<file path="src/rtl/uart_rx_dma_fifo.sv">
module uart_rx_dma_fifo #(
  parameter int DEPTH        = 16,
  parameter int TICKS_PER_BIT = 16,
  parameter int TO_BITS      = 32,
  parameter int TO_BITS_FAST = 64,
  parameter int CNT_W        = 16
) (
  input  logic              clk,
  input  logic              rst_n,
  input  logic              rx_valid,
  input  logic [7:0]        rx_data,
  input  logic              rx_frame_err,
  input  logic              rx_parity_err,
  input  logic              rx_break,
  input  logic              tick16,
  input  logic              rd_en,
  output logic [10:0]       rd_data,
  output logic [$clog2(DEPTH):0] level,
  input  logic [1:0]        cfg_trig,
  input  logic              cfg_fast,
  input  logic              dma_en,
  input  logic              dma_on_err,
  input  logic              dma_pop,
  input  logic              dma_done,
  input  logic              dma_len_load,
  input  logic [CNT_W-1:0]  dma_len,
  output logic [CNT_W-1:0]  dma_remaining,
  output logic              dma_sreq,
  output logic              dma_breq,
  input  logic [5:0]        irq_mask,
  input  logic [5:0]        irq_clr,
  output logic [5:0]        irq_raw,
  output logic [5:0]        irq_masked,
  output logic              irq
);
  localparam int AW     = $clog2(DEPTH);
  localparam int LW     = AW + 1;
  localparam int TO_N   = TO_BITS * TICKS_PER_BIT;
  localparam int TO_F   = TO_BITS_FAST * TICKS_PER_BIT;
  localparam int TOW    = $clog2(TO_F + 1);

  logic [10:0]   mem [DEPTH];
  logic [AW-1:0] wp, rp;
  logic          empty, full, pop, push, ovr, drain, to_hit, hold, at_trig;
  logic [LW-1:0] trig;
  logic [TOW-1:0] to_cnt, to_lim;
  logic [5:1]    sticky;
  logic [5:1]    set_v;

  assign empty = (level == '0);
  assign full  = (level == LW'(DEPTH));
  assign pop   = (rd_en | dma_pop) & ~empty;
  assign push  = rx_valid & (~full | pop);
  assign ovr   = rx_valid & full & ~pop;
  assign drain = pop & ~push & (level == LW'(1));
  assign rd_data = mem[rp];

  always_ff @(posedge clk) begin
    if (push) mem[wp] <= {rx_break, rx_parity_err, rx_frame_err, rx_data};
  end

  always_ff @(posedge clk or negedge rst_n) begin
    if (!rst_n) begin
      wp <= '0;
      rp <= '0;
      level <= '0;
    end else begin
      if (push) wp <= (wp == AW'(DEPTH-1)) ? '0 : wp + 1'b1;
      if (pop)  rp <= (rp == AW'(DEPTH-1)) ? '0 : rp + 1'b1;
      if (push && !pop) level <= level + 1'b1;
      else if (pop && !push) level <= level - 1'b1;
    end
  end

  always_comb begin
    case (cfg_trig)
      2'd0:    trig = LW'(DEPTH / 8);
      2'd1:    trig = LW'(DEPTH / 4);
      2'd2:    trig = LW'(DEPTH / 2);
      default: trig = LW'((3 * DEPTH) / 4);
    endcase
  end
  assign at_trig = (level >= trig);

  assign to_lim = cfg_fast ? TOW'(TO_F) : TOW'(TO_N);
  assign to_hit = tick16 & ~empty & ~push & ~pop & (to_cnt == to_lim - 1'b1);

  always_ff @(posedge clk or negedge rst_n) begin
    if (!rst_n) to_cnt <= '0;
    else if (push || pop) to_cnt <= '0;
    else if (tick16 && !empty && to_cnt < to_lim) to_cnt <= to_cnt + 1'b1;
  end

  assign set_v = {dma_done, ovr, rx_valid & rx_parity_err, rx_valid & rx_frame_err, to_hit};

  always_ff @(posedge clk or negedge rst_n) begin
    if (!rst_n) sticky <= '0;
    else begin
      sticky <= (sticky & ~irq_clr[5:1]) | set_v;
      if (drain && !to_hit) sticky[1] <= 1'b0;
    end
  end

  assign irq_raw    = {sticky, at_trig};
  assign irq_masked = irq_raw & irq_mask & ~(dma_en ? 6'b000011 : 6'b000000);
  assign irq        = |irq_masked;

  assign hold     = dma_on_err & (|sticky[4:2]);
  assign dma_sreq = dma_en & ~hold & ~empty;
  assign dma_breq = dma_en & ~hold & at_trig;

  always_ff @(posedge clk or negedge rst_n) begin
    if (!rst_n) dma_remaining <= '0;
    else if (dma_len_load) dma_remaining <= dma_len;
    else if (dma_pop && !empty && dma_remaining != '0) dma_remaining <= dma_remaining - 1'b1;
  end

  AST_LEVEL_BOUND: assert property (@(posedge clk) disable iff (!rst_n)
    level <= LW'(DEPTH));
  AST_NO_OVERFLOW: assert property (@(posedge clk) disable iff (!rst_n)
    (rx_valid && full && !rd_en && !dma_pop) |=> (full && irq_raw[4]));
  AST_TO_DRAIN: assert property (@(posedge clk) disable iff (!rst_n)
    (level == LW'(1) && pop && !rx_valid) |=> !irq_raw[1]);
  AST_REQ_OFF: assert property (@(posedge clk) disable iff (!rst_n)
    !dma_en |-> (!dma_sreq && !dma_breq));
  AST_SUPPRESS: assert property (@(posedge clk) disable iff (!rst_n)
    dma_en |-> (irq_masked[1:0] == 2'b00));
  AST_DONE_SET: assert property (@(posedge clk) disable iff (!rst_n)
    dma_done |=> irq_raw[5]);
  AST_ERR_HOLD: assert property (@(posedge clk) disable iff (!rst_n)
    (dma_on_err && |irq_raw[4:2]) |-> (!dma_sreq && !dma_breq));
  AST_REM_STEP: assert property (@(posedge clk) disable iff (!rst_n)
    (dma_pop && !empty && !dma_len_load && dma_remaining != '0)
      |=> (dma_remaining == $past(dma_remaining) - 1'b1));
endmodule

</file>
<file path="config.mk">
export PLATFORM = sky130hd
export DESIGN_NAME = uart_rx_dma_fifo
export DESIGN_NICKNAME = d
export VERILOG_FILES = /design/src/rtl/uart_rx_dma_fifo.sv
export SDC_FILE = /design/constraint.sdc
export NUM_CORES = 1
export LEC_CHECK = 0
export BUFFER_PORTS_ARGS = -buffer_cell sky130_fd_sc_hd__buf_2
export CAP_MARGIN = 20
export CORE_ASPECT_RATIO = 0.5
export CORE_UTILIZATION = 59
export DETAILED_ROUTE_END_ITERATION = 6
export HOLD_SLACK_MARGIN = 0.05
export PLACE_DENSITY = 0.89
export SLEW_MARGIN = 40
export SYNTH_ARGS = -nofsm -noshare
export SYNTH_HDL_FRONTEND = slang
export SYNTH_SLANG_ARGS = --single-unit
</file>
<file path="constraint.sdc">
create_clock -name clk -period 2.7 [get_ports clk]
set_input_delay 0.54 -clock clk [delete_from_list [all_inputs] [get_ports clk]]
set_output_delay 0.54 -clock clk [all_outputs]
set_load 0.02 [all_outputs]
</file>
==> results of run 1 <==
==> worst paths after layout <==
kind | start | to | slack [ns] | cells after the start
max | rp[0]$_DFFE_PN0N_ | rd_data[9] | -0.28 | 6
min | dma_done | sticky[5]$_DFF_PN0_ | 0.23 | 2
max reg2reg | level[1]$_DFFE_PN0P_ | level[3]$_DFFE_PN0P_ | 0.16 | 10
min reg2reg | sticky[5]$_DFF_PN0_ | sticky[5]$_DFF_PN0_ | 0.52 | 1
max in group asynchronous | rst_n | sticky[2]$_DFF_PN0_ | 1.63 | 3
min in group asynchronous | rst_n | rp[0]$_DFFE_PN0N_ | 0.57 | 2
==> routing by layer <==
layer | up-vias | wire length (µm) | global-route usage (%)
met5 | - | 0 | 0
met3 | 103 | 3200 | 7.31
met2 | 574 | 12600 | 51.6
met4 | 0 | 944 | 10.3
li1 | 2747 | - | -
met1 | 3267 | 9710 | 40.5
==> through the flow <==
step                      util (%)  hold WS [ns]  setup slack (ns)  cell area, µm²  TNS (ns)
final                         73.8         0.227            -0.284           11500     -2.17
after floorplan                  -         0.244             0.156            9590         0
after global routing          73.8         0.215            -0.298           11500     -2.68
after global placement        67.1         0.475             0.148           10500         0
after CTS                     72.6         0.215            -0.205           11400     -1.96
after detailed placement      67.1         0.486            0.0939           10500         0
==> cell type report <==
cell class | count | area (µm²)
inverter | 17 | 63.8
timing repair buffer | 151 | 1030
tap | 221 | 277
clock buffer | 25 | 519
clock inverter | 10 | 87.6
sequential | 221 | 6420
fill | 859 | 4110
multi-input combinational | 373 | 3150
==> kinds of logic (layout without fill, tap and decap cells) <==
kind of cell	count (synthesis)	in the layout	share of synthesized area (%)
flops	221	221	66.8
simple gates	155	155	9.15
compound gates	102	102	6.48
mux	73	73	10.7
buf+inv	45	203	2.19
xor+xnor	24	24	2.19
fa+ha+maj	19	19	2.48
==> critical path, delay by kind of cell, from the launching register on <==
family          cells  cell delay [ns]
simple gates        1             0.14
buf+inv             3             0.48
compound gates      1             0.22
flops               1             0.55
mux                 1             0.55
==> timing repair <==
| item | in CTS | in global routing |
|---|---|---|
| hold endpoints to repair | 38 | 0 |
| pin swaps | 14 | 24 |
| endpoints found under the setup margin | 12 | 12 |
| setup buffers | 8 | 9 |
| gates resized for setup | 43 | 43 |
| gates cloned | 1 | 0 |
| hold buffers | 1 | 0 |
==> Yosys cell counts (12+ instances only) <==
cell type                  number  area [µm²]
sky130_fd_sc_hd__nand2_1       42         158
sky130_fd_sc_hd__edfxtp_1     176        5290
sky130_fd_sc_hd__inv_1         16        60.1
sky130_fd_sc_hd__nor2_1        14        52.6
sky130_fd_sc_hd__mux2_2        15         169
sky130_fd_sc_hd__and2_1        29         181
sky130_fd_sc_hd__ha_1          19         238
sky130_fd_sc_hd__a22oi_1       12        90.1
sky130_fd_sc_hd__nor3_1        12        60.1
sky130_fd_sc_hd__o21ai_0       43         215
sky130_fd_sc_hd__clkbuf_1      15        56.3
sky130_fd_sc_hd__xnor2_1       17         149
sky130_fd_sc_hd__mux2i_1       36         360
sky130_fd_sc_hd__mux4_2        22         495
sky130_fd_sc_hd__a21oi_1       20         100
sky130_fd_sc_hd__dfrtp_1       45        1130
==> flip-flops by register name, indices dropped and copies added, names as in the netlist <==
register       cells
mem              176
dma_remaining     16
to_cnt            11
level              5
sticky             5
rp                 4
wp                 4
==> power by group <==
group	leakage (nW)	internal [mW]	switching, mW
combinational	1.94	1.99	2.62
sequential	2.15	4.04	0.366
clock	0.292	1.47	1.28
==> results_tabular.tex, run 1 <==
\begin{tabular}{lr}
\hline
Metric & Value \\
\hline
\multicolumn{2}{l}{\textbf{Timing}} \\
Hold violation total from the final report & 0 \\
Pin slew with the least headroom to its limit & 0.636 ns \\
Layout Skew & $\sim$0.029 ns \\
Post-route fraction of the period consumed by the critical path & 111\% \\
Max frequency & 0.335 GHz \\
Final setup violation count & 11 \\
Headroom to the max-slew limit & 57.6\% \\
Crit path setup slack, layout & -0.284 ns \\
Period minus WS final & 2.98 ns \\
Final Max Tran Viols & 0 \\
Unrepaired setup endpoints after global routing & yes \\
\multicolumn{2}{l}{\textbf{Synth}} \\
Number of enable flip-flop cells after synthesis & 176 \\
Instance count of the mapped netlist & 639 \\
Number of distinct standard cells referenced by the synthesized netlist & 57 \\
Total of warnings raised by yosys & 0 \\
Post-synthesis average cell area & about 15 µm² \\
Most common flop cell mapped by yosys & sky130\_fd\_sc\_hd\_\_edfxtp\_1 \\
Post-synthesis instance area & 9590 µm² \\
Total nets after synthesis & just over 700 \\
Sequential share of the synthesized area & around 67\% \\
Post-synth ARST share & 20.4\% \\
Synth Register Bits & 221 \\
\multicolumn{2}{l}{\textbf{Final layout}} \\
Commonest non-fill, non-tap cells in the layout & 176 x sky130\_fd\_sc\_hd\_\_edfxtp\_1, 87 x sky130\_fd\_sc\_hd\_\_buf\_2, 45 x sky130\_fd\_sc\_hd\_\_buf\_4 \\
Most common cell after layout, fill and taps aside & sky130\_fd\_sc\_hd\_\_edfxtp\_1 \\
Number of nets in the layout & 855 \\
Area Overhead vs Synth & 20.3\% \\
Share of post-route cells with drive strength above 1 & 32.5\% \\
Finished Layout Cells & 1,018 \\
N\_diodes & 0 \\
\multicolumn{2}{l}{\textbf{Global routing}} \\
Remaining global-route overflow & 0 \\
Maximum number of pins on one net before global-route repair & 40 \\
Global-route wire length before repair & 38.3 mm \\
Number of global-route vias before repair & 6,644 \\
Total Routing Usage GR & 31.0\% \\
Initial antenna violation count & 0 \\
\multicolumn{2}{l}{\textbf{Detailed routing}} \\
Vias per cell & about 6.6 \\
Number of routed nets with antenna violations & 0 \\
First-pass detailed-route iteration total & 5 \\
Final wirelength & 26.5 mm \\
Remaining routing DRC violations & 0 \\
Average detailed-routed wire length per instance & 26.0 µm \\
Iter 0 DRT Violations & 837 \\
Vias after detailed routing & $\sim$6,700 \\
\multicolumn{2}{l}{\textbf{Power and ir drop}} \\
Power per cell area & just over 1000 nW/µm² \\
Worst IR drop on VDD & 0.660 mV \\
Leak Pwr & 4.38 nW \\
Total Power Consumption & approximately 12 mW \\
\multicolumn{2}{l}{\textbf{Critical path}} \\
Cell with the largest stage delay on the worst path & sky130\_fd\_sc\_hd\_\_dfrtp\_4 \\
Crit path DAT & 2.44 ns \\
Max FO, Critical Path & 7 \\
Nature of the critical path endpoint & output port \\
Critical path's most frequent cell & sky130\_fd\_sc\_hd\_\_buf\_12 \\
Startpoint kind of the worst setup timing path & register \\
Data required time at the worst endpoint & 2.16 ns \\
Crit path cell chain & buf\_12, buf\_12, mux4\_2, a22oi\_2, nand2\_1, buf\_6 \\
Critical path start-end classification & reg2out \\
Maximum single-stage delay on the critical path & 0.55 ns \\
\multicolumn{2}{l}{\textbf{Clock tree}} \\
Total clock buffers created by CTS & 20 \\
Clock transition at the register clock pins on the worst setup and hold paths after CTS & 0.07 ns \\
Root cell of the clock tree & sky130\_fd\_sc\_hd\_\_clkbuf\_16 \\
Clk buf depth & 3 \\
H-tree depth reported by CTS & 1 \\
Clock Latency Late Sink & 0.51 ns \\
Sinks on Clock Net & approximately 220 \\
CTS tree & built \\
\multicolumn{2}{l}{\textbf{Run status}} \\
Outcome & complete, but fails checks \\
Failing checks & negative setup slack \\
\multicolumn{2}{l}{\textbf{Placed design}} \\
Cell count after placement & 965 \\
I/O Buffers & 97 \\
Gpl congestion & $\sim$0.9 \\
Detailed-placement wirelength estimate & 14.8 mm \\
\multicolumn{2}{l}{\textbf{Floorplanning}} \\
Core Footprint & $\sim$16,000 µm² \\
Width of the die & 182 µm \\
Die Outline Area & $\sim$17,000 µm² \\
Starting Density & 61.3\% \\
Cell Rows & 32 \\
Die Y & $\sim$92 µm \\
Top-level port count & slightly below 100 \\
\multicolumn{2}{l}{\textbf{Job}} \\
Max-cap violations & 0 \\
\multicolumn{2}{l}{\textbf{Hold path}} \\
Worst Hold Class & in2reg \\
\hline
\end{tabular}
No activity file was read; power rests on OpenSTA's default activity.
==> run 2, diff against run 1 <==
--- a/config.mk
+++ b/config.mk
@@ -9,9 +9,11 @@
 export CAP_MARGIN = 20
 export CORE_ASPECT_RATIO = 0.5
 export CORE_UTILIZATION = 59
+export CTS_CLUSTER_SIZE = 20
 export DETAILED_ROUTE_END_ITERATION = 6
 export HOLD_SLACK_MARGIN = 0.05
 export PLACE_DENSITY = 0.89
+export RECOVER_POWER = 100
 export SLEW_MARGIN = 40
 export SYNTH_ARGS = -nofsm -noshare
 export SYNTH_HDL_FRONTEND = slang
==> results_tabular.tex, run 2 (synthesis results as in run 1) <==
\begin{tabular}{lr}
\hline
Metric & Value \\
\hline
\multicolumn{2}{l}{\textbf{Final layout}} \\
Most common cell after layout, fill and taps aside & sky130\_fd\_sc\_hd\_\_edfxtp\_1 \\
Top flop regs & mem (176), dma\_remaining (16), to\_cnt (11) \\
Commonest non-fill, non-tap cells in the layout & 176 x sky130\_fd\_sc\_hd\_\_edfxtp\_1, 55 x sky130\_fd\_sc\_hd\_\_clkbuf\_1, 47 x sky130\_fd\_sc\_hd\_\_buf\_2 \\
Largest register FFs & 176 \\
Area Overhead vs Synth & 18.9\% \\
Share of post-route cells with drive strength above 1 & 25.8\% \\
Top reg by flops & mem \\
Number of nets in the layout & approximately 860 \\
N\_diodes & 0 \\
\multicolumn{2}{l}{\textbf{Power and ir drop}} \\
Power per cell area & 1030 nW/µm² \\
Leak Pwr & between 4 and 5 nW \\
Worst IR drop on VDD & 0.630 mV \\
Total Power Consumption & 11.7 mW \\
\multicolumn{2}{l}{\textbf{Global routing}} \\
Number of global-route vias before repair & about 6,600 \\
Maximum number of pins on one net before global-route repair & 40 \\
Remaining global-route overflow & 0 \\
Initial antenna violation count & 0 \\
Total Routing Usage GR & 31.0\% \\
Global-route wire length before repair & 38.3 mm \\
\multicolumn{2}{l}{\textbf{Critical path}} \\
Crit path cell chain & buf\_12, buf\_12, mux4\_2, a22oi\_2, nand2\_1, buf\_6 \\
Critical path start-end classification & reg2out \\
Critical path's most frequent cell & sky130\_fd\_sc\_hd\_\_buf\_12 \\
Data required time at the worst endpoint & 2.16 ns \\
Maximum single-stage delay on the critical path & 0.55 ns \\
Max FO, Critical Path & 7 \\
Startpoint kind of the worst setup timing path & register \\
Nature of the critical path endpoint & output port \\
Cell with the largest stage delay on the worst path & sky130\_fd\_sc\_hd\_\_mux4\_2 \\
Crit path DAT & approximately 2.4 ns \\
\multicolumn{2}{l}{\textbf{Timing}} \\
Headroom to the max-slew limit & 35.4\% \\
Final Max Tran Viols & 0 \\
Layout Skew & 0.0311 ns \\
Period minus WS final & 2.97 ns \\
Final setup violation count & 12 \\
Crit path setup slack, layout & -0.274 ns \\
Hold violation total from the final report & 0 \\
Max frequency & 0.336 GHz \\
Unrepaired setup endpoints after global routing & yes \\
Pin slew with the least headroom to its limit & approximately 0.97 ns \\
Post-route fraction of the period consumed by the critical path & 110\% \\
Setup TNS after final layout & -2.11 ns \\
\multicolumn{2}{l}{\textbf{Run status}} \\
Failing checks & negative setup slack \\
Outcome & complete, but fails checks \\
\multicolumn{2}{l}{\textbf{Clock tree}} \\
Clock transition at the register clock pins on the worst setup and hold paths after CTS & 0.07 ns \\
H-tree depth reported by CTS & 1 \\
Total clock buffers created by CTS & 20 \\
Clock Latency Late Sink & 0.52 ns \\
Clk buf depth & 3 \\
Sinks on Clock Net & 221 \\
Root cell of the clock tree & sky130\_fd\_sc\_hd\_\_clkbuf\_16 \\
CTS tree & built \\
\multicolumn{2}{l}{\textbf{Detailed routing}} \\
Iter 0 DRT Violations & 751 \\
Vias per cell & 6.58 \\
First-pass detailed-route iteration total & 7 \\
Number of routed nets with antenna violations & 0 \\
Vias after detailed routing & about 6,700 \\
Average detailed-routed wire length per instance & 25.9 µm \\
Final wirelength & 26.4 mm \\
Remaining routing DRC violations & 0 \\
\multicolumn{2}{l}{\textbf{Floorplanning}} \\
Die Y & 92.2 µm \\
Starting Density & between 60 and 70\% \\
Width of the die & roughly 180 µm \\
Cell Rows & 32 \\
Die Outline Area & $\sim$17,000 µm² \\
Core Footprint & 15,700 µm² \\
Top-level port count & 99 \\
\multicolumn{2}{l}{\textbf{Job}} \\
Max-cap violations & 0 \\
\multicolumn{2}{l}{\textbf{Placed design}} \\
Detailed-placement wirelength estimate & 14.8 mm \\
Minimum setup slack after placement & 0.0939 ns \\
I/O Buffers & 97 \\
Gpl congestion & 0.884 \\
\multicolumn{2}{l}{\textbf{Hold path}} \\
Worst Hold Class & in2reg \\
\hline
\end{tabular}
==> run 2: cell type report <==
cell class,instances,area [µm²]
sequential,221,6420
inverter,17,63.8
multi-input combinational,373,3130
tap,221,277
timing repair buffer,151,916
fill,918,4250
clock inverter,10,87.6
clock buffer,25,519
==> run 2: worst paths after layout <==
| check | slack, ns | cells past startpoint | end | start |
|---|---|---|---|---|
| max reg2reg | 0.05 | 6 | dma_remaining[1]$_DFFE_PN0P_ | dma_remaining[0]$_DFFE_PN0P_ |
| max in group asynchronous | 1.13 | 3 | sticky[2]$_DFF_PN0_ | rst_n |
| max | -0.27 | 6 | rd_data[9] | rp[0]$_DFFE_PN0N_ |
| min | 0.22 | 2 | sticky[5]$_DFF_PN0_ | dma_done |
| min in group asynchronous | 0.74 | 2 | level[0]$_DFFE_PN0P_ | rst_n |
| min reg2reg | 0.52 | 1 | sticky[5]$_DFF_PN0_ | sticky[5]$_DFF_PN0_ |
==> run 2: where the power goes <==
group	leakage, nW	switching [mW]	internal (mW)
registers	2.15	0.364	4.05
logic	1.73	2.61	1.93
clock network	0.292	1.29	1.47
==> run 2: critical path: cells and delay by family (launching register included) <==
kind | cells | cell delay, ns
and+or+nand+nor | 1 | 0.14
DFF | 1 | 0.54
muxes | 1 | 0.55
buffers and inverters | 3 | 0.49
AOI/OAI and AO/OA | 1 | 0.22
==> run 2: layer usage <==
metal  up-vias  global-route usage [%]  routed length [µm]
met3        91                    7.31                3270
met2       572                    51.6               12700
met4         0                    10.3                 859
met1      3280                    40.5                9560
met5         -                       0                   0
li1       2754                       -                   -
==> run 2: what timing repair did <==
item | 4_1_cts | 5_1_grt
pin swaps | 14 | 24
cloned | 1 | 0
buffers inserted | 8 | 9
endpoints found under the setup margin | 12 | 12
hold buffers | 1 | 0
endpoints found under the hold margin | 38 | 0
resized for setup | 43 | 43
==> run 2: stage by stage <==
stage | utilization, % | cell area [µm²] | hold WS, ns | std cells
final | 72.9 | 11400 | 0.225 | 1018
after global routing | 72.9 | 11400 | 0.215 | 1018
after CTS | 72.6 | 11400 | 0.215 | 1010
after detailed placement | 67.1 | 10500 | 0.486 | 965
after global placement | 67.1 | 10500 | 0.475 | 965
after floorplan | - | 9590 | 0.244 | 639
==> run 3, diff against run 2 <==
==> constraint.sdc (replaced) <==
create_clock -name clk -period 2.7 [get_ports clk]
set_input_delay 0.27 -clock clk [delete_from_list [all_inputs] [get_ports clk]]
set_output_delay 0.27 -clock clk [all_outputs]
set_load 0.02 [all_outputs]
==> results_tabular.tex, run 3 (synthesis results as in run 1) <==
\begin{tabular}{lr}
\hline
Metric & Value \\
\hline
\multicolumn{2}{l}{\textbf{Placed design}} \\
Detailed-placement wirelength estimate & 14.2 mm \\
Gpl congestion & 0.886 \\
Placed cell areas & 10,500 µm² \\
Cell count after placement & 957 \\
I/O Buffers & 97 \\
\multicolumn{2}{l}{\textbf{Detailed routing}} \\
Vias per cell & 6.39 \\
Iter 0 DRT Violations & 579 \\
Final wirelength & 24.1 mm \\
First-pass detailed-route iteration total & 5 \\
Remaining routing DRC violations & 0 \\
Number of routed nets with antenna violations & 0 \\
Average detailed-routed wire length per instance & 23.7 µm \\
Vias after detailed routing & 6,485 \\
\multicolumn{2}{l}{\textbf{Final layout}} \\
Area Overhead vs Synth & 17.8\% \\
Number of nets in the layout & 854 \\
Final non-filler cell area & 11,300 µm² \\
Commonest non-fill, non-tap cells in the layout & 176 x sky130\_fd\_sc\_hd\_\_edfxtp\_1, 57 x sky130\_fd\_sc\_hd\_\_buf\_2, 47 x sky130\_fd\_sc\_hd\_\_clkbuf\_1 \\
Finished Layout Cells & 1,015 \\
Most common cell after layout, fill and taps aside & sky130\_fd\_sc\_hd\_\_edfxtp\_1 \\
Share of post-route cells with drive strength above 1 & a little over a fifth \\
Top flop regs & mem (176), dma\_remaining (16), to\_cnt (11) \\
Largest register FFs & 176 \\
Filler cells & 933 \\
N\_diodes & 0 \\
Top reg by flops & mem \\
\multicolumn{2}{l}{\textbf{Power and ir drop}} \\
Leak Pwr & 4.15 nW \\
Power per cell area & 969 nW/µm² \\
Worst IR drop on VDD & 0.540 mV \\
Total Power Consumption & 11.0 mW \\
\multicolumn{2}{l}{\textbf{Critical path}} \\
Crit path cell chain & buf\_12, mux2\_2, o21ai\_0, a21oi\_1, o21ai\_0, nand2\_1, buf\_2 \\
Reg-to-reg setup timing slack & 0.12 ns \\
Max FO, Critical Path & 12 \\
Critical path's most frequent cell & sky130\_fd\_sc\_hd\_\_o21ai\_0 \\
Startpoint kind of the worst setup timing path & register \\
Crit Reg-Reg Endpoint & mem[1][4]\$\_DFFE\_PP\_ \\
RR Startpoint & level[1]\$\_DFFE\_PN0P\_ \\
CP Depth & 7 \\
Cell type group with the largest total delay on the critical path & compound AO/OA/AOI/OAI gates \\
Data required time at the worst endpoint & 2.43 ns \\
Maximum single-stage delay on the critical path & 0.48 ns \\
Cell with the largest stage delay on the worst path & sky130\_fd\_sc\_hd\_\_dfrtp\_4 \\
Cell count of the worst reg-to-reg path & 7 \\
Critical path start-end classification & reg2out \\
Crit path DAT & 2.42 ns \\
Nature of the critical path endpoint & output port \\
Buffers and inverters on the worst path & 2 \\
\multicolumn{2}{l}{\textbf{Hold path}} \\
Worst Hold Class & in2reg \\
End point of the most critical hold path & sticky[4]\$\_DFF\_PN0\_ \\
Startpoint of the lowest-slack hold path & rx\_valid \\
Number of stages on the worst hold path & 3 \\
\multicolumn{2}{l}{\textbf{Job}} \\
Max-cap violations & 0 \\
\multicolumn{2}{l}{\textbf{Timing}} \\
Final Max Tran Viols & 0 \\
Max frequency & 0.372 GHz \\
Unrepaired setup endpoints after global routing & yes \\
Period minus WS final & about 2.7 ns \\
Headroom to the max-slew limit & 42.8\% \\
Post-route fraction of the period consumed by the critical path & 99.5\% \\
Hold violation total from the final report & 0 \\
Pin slew with the least headroom to its limit & 0.857 ns \\
Layout Skew & 0.00704 ns \\
Final setup violation count & 0 \\
\multicolumn{2}{l}{\textbf{Clock tree}} \\
Clk buf depth & 3 \\
Clock Latency Late Sink & 0.50 ns \\
Total clock buffers created by CTS & 20 \\
H-tree depth reported by CTS & 1 \\
Root cell of the clock tree & sky130\_fd\_sc\_hd\_\_clkbuf\_16 \\
Sinks on Clock Net & 221 \\
Clock transition at the register clock pins on the worst setup and hold paths after CTS & 0.07 ns \\
CTS tree & built \\
\multicolumn{2}{l}{\textbf{Global routing}} \\
Global-route wire length before repair & 36.9 mm \\
Remaining global-route overflow & 0 \\
Maximum number of pins on one net before global-route repair & 35 \\
Total Routing Usage GR & 29.6\% \\
Number of global-route vias before repair & 6,549 \\
Initial antenna violation count & 0 \\
\multicolumn{2}{l}{\textbf{Floorplanning}} \\
Die Outline Area & 16,800 µm² \\
Width of the die & 182 µm \\
Starting Density & between 60\% and 70\% \\
Cell Rows & 32 \\
Die Y & 92.2 µm \\
Core Footprint & 15,700 µm² \\
Top-level port count & between 90 and 100 \\
\multicolumn{2}{l}{\textbf{Run status}} \\
Outcome & complete, no violations \\
\hline
\end{tabular}
==> run 3: timing repair <==
item                                   CTS  global route
endpoints found under the hold margin   29             0
setup endpoints to repair               12            12
setup buffers                            2             3
hold buffers                            20             0
pin swaps                                0             1
resized for setup                        5            15
==> run 3: metrics by stage <==
step | util (%) | worst slack [ns] | hold slack (ns) | TNS, ns
after detailed placement | 66.8 | 0.263 | 0.158 | 0
after CTS | 72.3 | 0.0122 | 0.0524 | 0
after global placement | 66.8 | 0.400 | 0.158 | 0
final | 72.2 | 0.0144 | 0.0636 | 0
after floorplan | - | 0.263 | -0.0256 | 0
after global routing | 72.2 | -0.0446 | 0.0554 | -0.253
==> run 3: routing by layer <==
| layer | track usage [%] | wire length, µm | up-vias | part of all wire (%) |
|---|---|---|---|---|
| met3 | 7.07 | 2660 | 84 | 11 |
| met4 | 11.6 | 904 | 0 | 3.8 |
| li1 | - | - | 2744 | - |
| met1 | 38.5 | 9000 | 3173 | 37 |
| met5 | 0 | 0 | - | 0 |
| met2 | 48.9 | 11500 | 484 | 48 |
==> run 3: worst reg2reg max path: cells and delay by family, from the launching register on <==
kind | cells | cell delay, ns
buffers and inverters | 2 | 0.42
adder cells (fa/ha/maj) | 1 | 0.20
flip-flops | 1 | 0.44
AND/OR/NAND/NOR | 4 | 1.23
==> run 3: worst max path at each step <==
stage | slack, ns | endpoint | from
3_3_place_gp | 0.40 | level[3]$_DFFE_PN0P_ | level[1]$_DFFE_PN0P_
5_1_grt | -0.04 | rd_data[9] | rp[0]$_DFFE_PN0N_
3_5_place_dp | 0.26 | mem[8][9]$_DFFE_PP_ | level[1]$_DFFE_PN0P_
4_1_cts | 0.01 | rd_data[0] | rp[0]$_DFFE_PN0N_
6_report | 0.01 | rd_data[3] | rp[0]$_DFFE_PN0N_
2_1_floorplan | 0.26 | level[3]$_DFFE_PN0P_ | level[0]$_DFFE_PN0P_
==> run 3: power by group <==
part | leakage, nW | switching [mW] | internal [mW] | total, mW
clock | 0.303 | 1.21 | 1.52 | 2.74
combinational | 1.70 | 2.33 | 1.53 | 3.86
sequential | 2.15 | 0.325 | 4.04 | 4.37
total | 4.15 | 3.87 | 7.09 | 11.0
==> run 3: layout make-up <==
class                           instances  area, µm²  share of cell area [%]
Timing Repair Buffer                  150        911                    8.06
Tap cell                              221        277                    2.45
Inverter                               17       63.8                   0.564
Sequential cell                       221       6420                    56.8
Multi-Input combinational cell        373       3020                    26.7
Clock buffer                           24        537                    4.75
Clock inverter                          9       77.6                   0.686
